<file path="src/rtl/acq_pkg.sv">
package acq_pkg;
  typedef enum logic [1:0] {
    ST_IDLE   = 2'd0,
    ST_WAIT   = 2'd1,
    ST_SAMPLE = 2'd2,
    ST_DONE   = 2'd3
  } acq_state_e;
endpackage

</file>
<file path="src/rtl/acq_fmt.sv">
module acq_fmt #(
  parameter int W = 16
) (
  input  logic [W-1:0]        raw,
  input  logic                twos,
  output logic signed [W-1:0] smp
);
  // Offset binary becomes two's complement by flipping the sign bit.
  always_comb begin
    if (twos) smp = raw;
    else      smp = {~raw[W-1], raw[W-2:0]};
  end
endmodule

</file>
<file path="src/rtl/acq_seq.sv">
module acq_seq
  import acq_pkg::*;
#(
  parameter int CW  = 16,
  parameter int LAT = 12
) (
  input  logic          clk,
  input  logic          rst_n,
  input  logic          start,
  input  logic [CW-1:0] delay,
  input  logic [CW-1:0] line_len,
  input  logic          grp_last,
  output logic          sample_en,
  output logic          busy,
  output logic          done,
  output logic [CW-1:0] count
);
  localparam int TW = CW + 1;

  acq_state_e    state;
  logic [TW-1:0] wcnt;
  logic [TW-1:0] total;
  logic [CW-1:0] len_eff;
  logic [CW-1:0] cnt_nx;

  assign total   = {1'b0, delay} + TW'(LAT);
  assign len_eff = (line_len == '0) ? CW'(1) : line_len;
  assign cnt_nx  = count + CW'(1);

  always_ff @(posedge clk) begin
    if (!rst_n) begin
      state <= ST_IDLE;
      wcnt  <= '0;
      count <= '0;
    end else if (start) begin
      count <= '0;
      wcnt  <= total;
      state <= (total == '0) ? ST_SAMPLE : ST_WAIT;
    end else begin
      case (state)
        ST_WAIT: begin
          wcnt <= wcnt - TW'(1);
          if (wcnt == TW'(1)) state <= ST_SAMPLE;
        end
        ST_SAMPLE: begin
          if (grp_last) begin
            count <= cnt_nx;
            if (cnt_nx == len_eff) state <= ST_DONE;
          end
        end
        default: ;
      endcase
    end
  end

  assign sample_en = (state == ST_SAMPLE);
  assign busy      = (state == ST_WAIT) || (state == ST_SAMPLE);
  assign done      = (state == ST_DONE);
endmodule

</file>
<file path="src/rtl/acq_peak.sv">
module acq_peak #(
  parameter int W  = 16,
  parameter int CW = 16
) (
  input  logic                clk,
  input  logic                rst_n,
  input  logic                clear,
  input  logic                en,
  input  logic signed [W-1:0] smp,
  input  logic [CW-1:0]       ratio,
  output logic                grp_last,
  output logic                out_valid,
  output logic [W-1:0]        out_data
);
  logic signed [W-1:0] hold;
  logic signed [W-1:0] cand;
  logic [CW-1:0]       gcnt;
  logic [CW-1:0]       rem;
  logic [CW-1:0]       ratio_eff;
  logic                first;

  assign ratio_eff = (ratio == '0) ? CW'(1) : ratio;
  assign first     = (gcnt == '0);
  assign rem       = first ? ratio_eff : gcnt;
  assign cand      = (first || (smp > hold)) ? smp : hold;
  assign grp_last  = en && !clear && (rem == CW'(1));

  always_ff @(posedge clk) begin
    if (!rst_n) begin
      gcnt      <= '0;
      hold      <= '0;
      out_valid <= 1'b0;
      out_data  <= '0;
    end else begin
      out_valid <= 1'b0;
      if (clear) begin
        gcnt <= '0;
      end else if (en) begin
        if (grp_last) begin
          out_valid <= 1'b1;
          out_data  <= cand;
          gcnt      <= '0;
        end else begin
          gcnt <= rem - CW'(1);
          hold <= cand;
        end
      end
    end
  end
endmodule

</file>
<file path="src/rtl/acq_peak_decim.sv">
module acq_peak_decim #(
  parameter int W   = 16,
  parameter int CW  = 16,
  parameter int LAT = 12
) (
  input  logic          clk,
  input  logic          rst_n,
  input  logic          cfg_load,
  input  logic [CW-1:0] cfg_ratio,
  input  logic [CW-1:0] cfg_delay,
  input  logic [CW-1:0] cfg_line_len,
  input  logic          cfg_twos,
  input  logic          start,
  input  logic [W-1:0]  adc_data,
  output logic          out_valid,
  output logic [W-1:0]  out_data,
  output logic [CW-1:0] out_count,
  output logic          busy,
  output logic          done
);
  logic [CW-1:0]       h_ratio, h_delay, h_len;
  logic                h_twos;
  logic signed [W-1:0] smp;
  logic                sample_en, grp_last;

  always_ff @(posedge clk) begin
    if (!rst_n) begin
      h_ratio <= CW'(1);
      h_delay <= '0;
      h_len   <= CW'(1);
      h_twos  <= 1'b1;
    end else if (cfg_load) begin
      h_ratio <= cfg_ratio;
      h_delay <= cfg_delay;
      h_len   <= cfg_line_len;
      h_twos  <= cfg_twos;
    end
  end

  acq_fmt #(.W(W)) u_fmt (
    .raw (adc_data),
    .twos(h_twos),
    .smp (smp)
  );

  acq_seq #(.CW(CW), .LAT(LAT)) u_seq (
    .clk      (clk),
    .rst_n    (rst_n),
    .start    (start),
    .delay    (h_delay),
    .line_len (h_len),
    .grp_last (grp_last),
    .sample_en(sample_en),
    .busy     (busy),
    .done     (done),
    .count    (out_count)
  );

  acq_peak #(.W(W), .CW(CW)) u_peak (
    .clk      (clk),
    .rst_n    (rst_n),
    .clear    (start),
    .en       (sample_en),
    .smp      (smp),
    .ratio    (h_ratio),
    .grp_last (grp_last),
    .out_valid(out_valid),
    .out_data (out_data)
  );
endmodule

</file>
<file path="config.mk">
export PLATFORM = sky130hd
export DESIGN_NAME = acq_peak_decim
export DESIGN_NICKNAME = d
export VERILOG_FILES = /design/src/rtl/acq_pkg.sv /design/src/rtl/acq_fmt.sv /design/src/rtl/acq_seq.sv /design/src/rtl/acq_peak.sv /design/src/rtl/acq_peak_decim.sv
export SDC_FILE = /design/constraint.sdc
export NUM_CORES = 1
export LEC_CHECK = 0
export CORE_MARGIN = 2
export CORE_UTILIZATION = 55
export DETAILED_ROUTE_END_ITERATION = 8
export PLACE_DENSITY = 0.8
export SKIP_CTS_REPAIR_TIMING = 1
export SYNTH_ARGS = -nofsm -noshare
export SYNTH_HDL_FRONTEND = slang
export SYNTH_SLANG_ARGS = --single-unit
</file>
<file path="constraint.sdc">
create_clock -name clk -period 3.2 [get_ports clk]
set_input_delay 0.64 -clock clk [delete_from_list [all_inputs] [get_ports clk]]
set_output_delay 0.64 -clock clk [all_outputs]
set_load 0.02 [all_outputs]
</file>
==> out/qor.yml <==
critical_path:
  worstPathArrival_ps: 3230
  r2r_setup_slack_ps: 540
  worstRegToRegCells: 7
  path_class: "in -> reg"
  crit_required_ps: 3490
  cp_num_buf_inv: 2
  rr_endpoint: "u_peak.gcnt[10]"
  endpoint_kind: "flip-flop"
  crit_path_max_fanout: 6
  r2r-start: "h_ratio[8]"
  crit_path_max_incr_delay_ps: 420
  cp_top_family: "compound AO/OA/AOI/OAI gates"
  cp_slowest_cell: "clkdlybuf4s50_1"
  worst_setup_path_start_kind: "input port"
  path_cells: "clkdlybuf4s50_1 -> xnor2_1 -> ha_1 -> nand4_1 -> nor4_1 -> o21ai_0 -> a31oi_1 -> nor2_4 -> buf_4 -> mux2i_1 -> a21oi_1"
cells_and_area:
  fin_util_pct: 69.0
  final_common_cell: "dfxtp_1"
  finalNetCount: 1044
  drive_gt1_share_pct: 6.88
  antenna_cells: 0
  areaGrowthSynthToFinish_pct: 24.1
  final_cell_mix: "133 x dfxtp_1, 128 x nor2_1, 102 x clkdlybuf4s50_1, 87 x mux2i_1, 54 x nand2_1"
clocking:
  clock_sink_count: 133
  cts_made_buffers: 17
  clockBufferDepth: 2
  cts_tree: "done"
  clk_pin_slew_ps: 50
  clockRootBuffer: "clkbuf_16"
  cts_max_level: 4
  insertion_delay_ps: 430
status:
  status: "finished, final reports clean"
logic_synthesis:
  yosysSeqAreaShare_pct: 36.6
  synth_enable_flop_cells: 0
  ys.flop_type: "dfxtp_1"
  synth_top_area_share_pct: 36.6
  yosysWarnings: 0
  synth.avg_cell_area_um2: 8.55
  synth-async-reset-ratio_pct: 0
  netlist_instances: 851
  synth_nets: 944
  synth_top_area_cell: "dfxtp_1"
  ys_seq_elements: 133
  ys_top_cells_by_area: "dfxtp_1 37%, mux2i_1 12%, nor2_1 6.6%"
  ys_types: 69
  syn-cell-area_um2: 7280
timing:
  rsz0062_at_grt: "no"
  fin_crit_ps: 2940
  slew_violations: 0
  fmax_ghz: 0.340
  setup_viol: 0
  finalClockSkew_ps: 5.66
  fin_ws_ps: 257
  final.period_utilization_pct: 92.0
  finalHoldViolCount: 0
  hold-worst-slack_ps: 490
  slew_headroom_pct: 44.4
  max_slew.worst_pin.slew_ps: 834
die:
  fp.dieW_um: 119
  initial_utilization_pct: 55.6
  coreArea_um2: 13100
  chipHeight_um: 119
  dieArea_um2: 14200
  boundaryPins: 104
  row_count: 42
route:
  vias_per_cell: 5.64
  drt_wl_total_um: 17700
  detail-route-antenna-nets: 0
  drcViolationCount: 0
  avgRoutedWirePerCell_um: 15.6
  drt_iter0_markers: 374
  first_pass_iters: 5
  via_count: 6412
grt:
  grt_use_met1_pct: 34.4
  use_met3_pct: 5.65
  grt_use_met2_pct: 40.7
  gr-total-overflow: 0
  grt_max_degree: 81
  grt_pass1_wl_um: 29400
  top_usage_layer: "met2"
  grt_usage_pct: 25.5
  grt_pass1_vias: 6055
  antenna_found_initial: 0
placed_design:
  port_buffers: 103
  gp_congestion: 0.897
  dp_hpwl_um: 12100
  place_ws_ps: -198
hold_path:
  min_to: "u_peak.gcnt[15]"
  holdPathStages: 2
  min_path_type: "reg -> reg"
  min_from: "u_peak.gcnt[15]"
run:
  maxCapViolations: 0
pwr:
  p_per_area_nw_per_um2: 466
  sequentialPowerShare_pct: 43.0
  intPower_mw: 3.09
  combinationalPowerShare_pct: 15.8
  power.share.switching_pct: 26.5
  peakVddDrop_v: 0.000404
  p_sw_mw: 1.12
  leakage_nw: 3.57
  power_frac_clock_pct: 41.3
-- cell usage after synthesis (all sizes together), types with 4 or more instances --
| master | instances |
|---|---|
| buf | 16 |
| o21ai | 42 |
| xnor2 | 36 |
| a21oi | 46 |
| nor4 | 19 |
| mux2i | 87 |
| inv | 35 |
| a211oi | 18 |
| nand3 | 17 |
| nor3 | 23 |
| ha | 24 |
| nand4 | 15 |
| a22o | 4 |
| o211ai | 6 |
| a21o | 6 |
| nand3b | 5 |
| xor2 | 27 |
| a31oi | 7 |
| clkbuf | 27 |
| nand2b | 5 |
| and2 | 6 |
| o21a | 4 |
| and3 | 4 |
| nand2 | 54 |
| dfxtp | 133 |
| o22ai | 5 |
| nor2 | 129 |
| or4 | 5 |
-- cells by family (layout without fill, tap and decap cells) --
kind of cell	Yosys count	count (layout)	synth area share, %
adders and majority gates	24	24	4.13
xor gates and xnor gates	63	63	7.58
AOI/OAI and AO/OA	162	162	14.4
DFF	133	133	36.6
muxes	87	87	12.0
buffers and inverters	79	188	4.35
and+or+nand+nor	303	303	21.0
-- flip-flops by register name (all words and copies together) (netlist names) --
signal	count
h_ratio	16
u_seq.wcnt	17
h_len	16
u_seq.state	2
u_peak.out_data	16
h_delay	16
u_seq.count	16
h_twos	1
u_peak.hold	16
u_peak.gcnt	16
u_peak.out_valid	1
-- power by group through the flow --
| stage | Clock (mW) | Sequential [mW] | Combinational [mW] |
|---|---|---|---|
| 6_report | 1.74 | 1.81 | 0.665 |
| 3_3_place_gp | 0 | 1.84 | 0.642 |
| 2_1_floorplan | 0 | 1.81 | 0.458 |
| 5_1_grt | 1.84 | 1.82 | 0.738 |
| 4_1_cts | 1.76 | 1.81 | 0.657 |
| 3_5_place_dp | 0 | 1.84 | 0.652 |
-- worst min-delay path, cell delays in order, from the launching register on --
cell and delay, ps:
dfxtp_1 290, inv_1 80, a21oi_1 70
-- final cells by class --
type,count,area [um2]
fill,1052,4060
sequential,133,2660
inverter,36,135
clock buffer,23,488
clock inverter,5,27.5
tap,176,220
timing repair buffer,124,1200
multi-input combinational,639,4300
-- metrics by stage --
stage / power [mW] / TNS, ps / instance area [um2] / std cells
after floorplan: 2.27 / 0 / 7280 / 851
after global placement: 2.48 / -749 / 8490 / 1105
after detailed placement: 2.49 / -3850 / 8490 / 1105
after CTS: 4.22 / 0 / 9010 / 1133
after global routing: 4.39 / 0 / 9030 / 1136
final: 4.21 / 0 / 9030 / 1136
-- worst max path at each step --
stage / cells after the start / endpoint / from / slack (ps)
2_1_floorplan: 10 / u_peak.hold[10] / adc_data[15] / 490
3_3_place_gp: 10 / u_peak.out_data[12] / adc_data[15] / -50
3_5_place_dp: 10 / u_peak.out_data[1] / adc_data[15] / -200
4_1_cts: 10 / u_peak.out_data[1] / adc_data[15] / 240
5_1_grt: 11 / u_peak.out_data[1] / adc_data[15] / 80
6_report: 11 / u_peak.out_data[1] / adc_data[15] / 260
-- per-layer routing --
metal	up-vias	routed length [um]
met5	-	0
met4	0	222
met1	3012	8480
li1	3225	-
met3	22	789
met2	153	8180
Power figures use the tool's default switching activity.
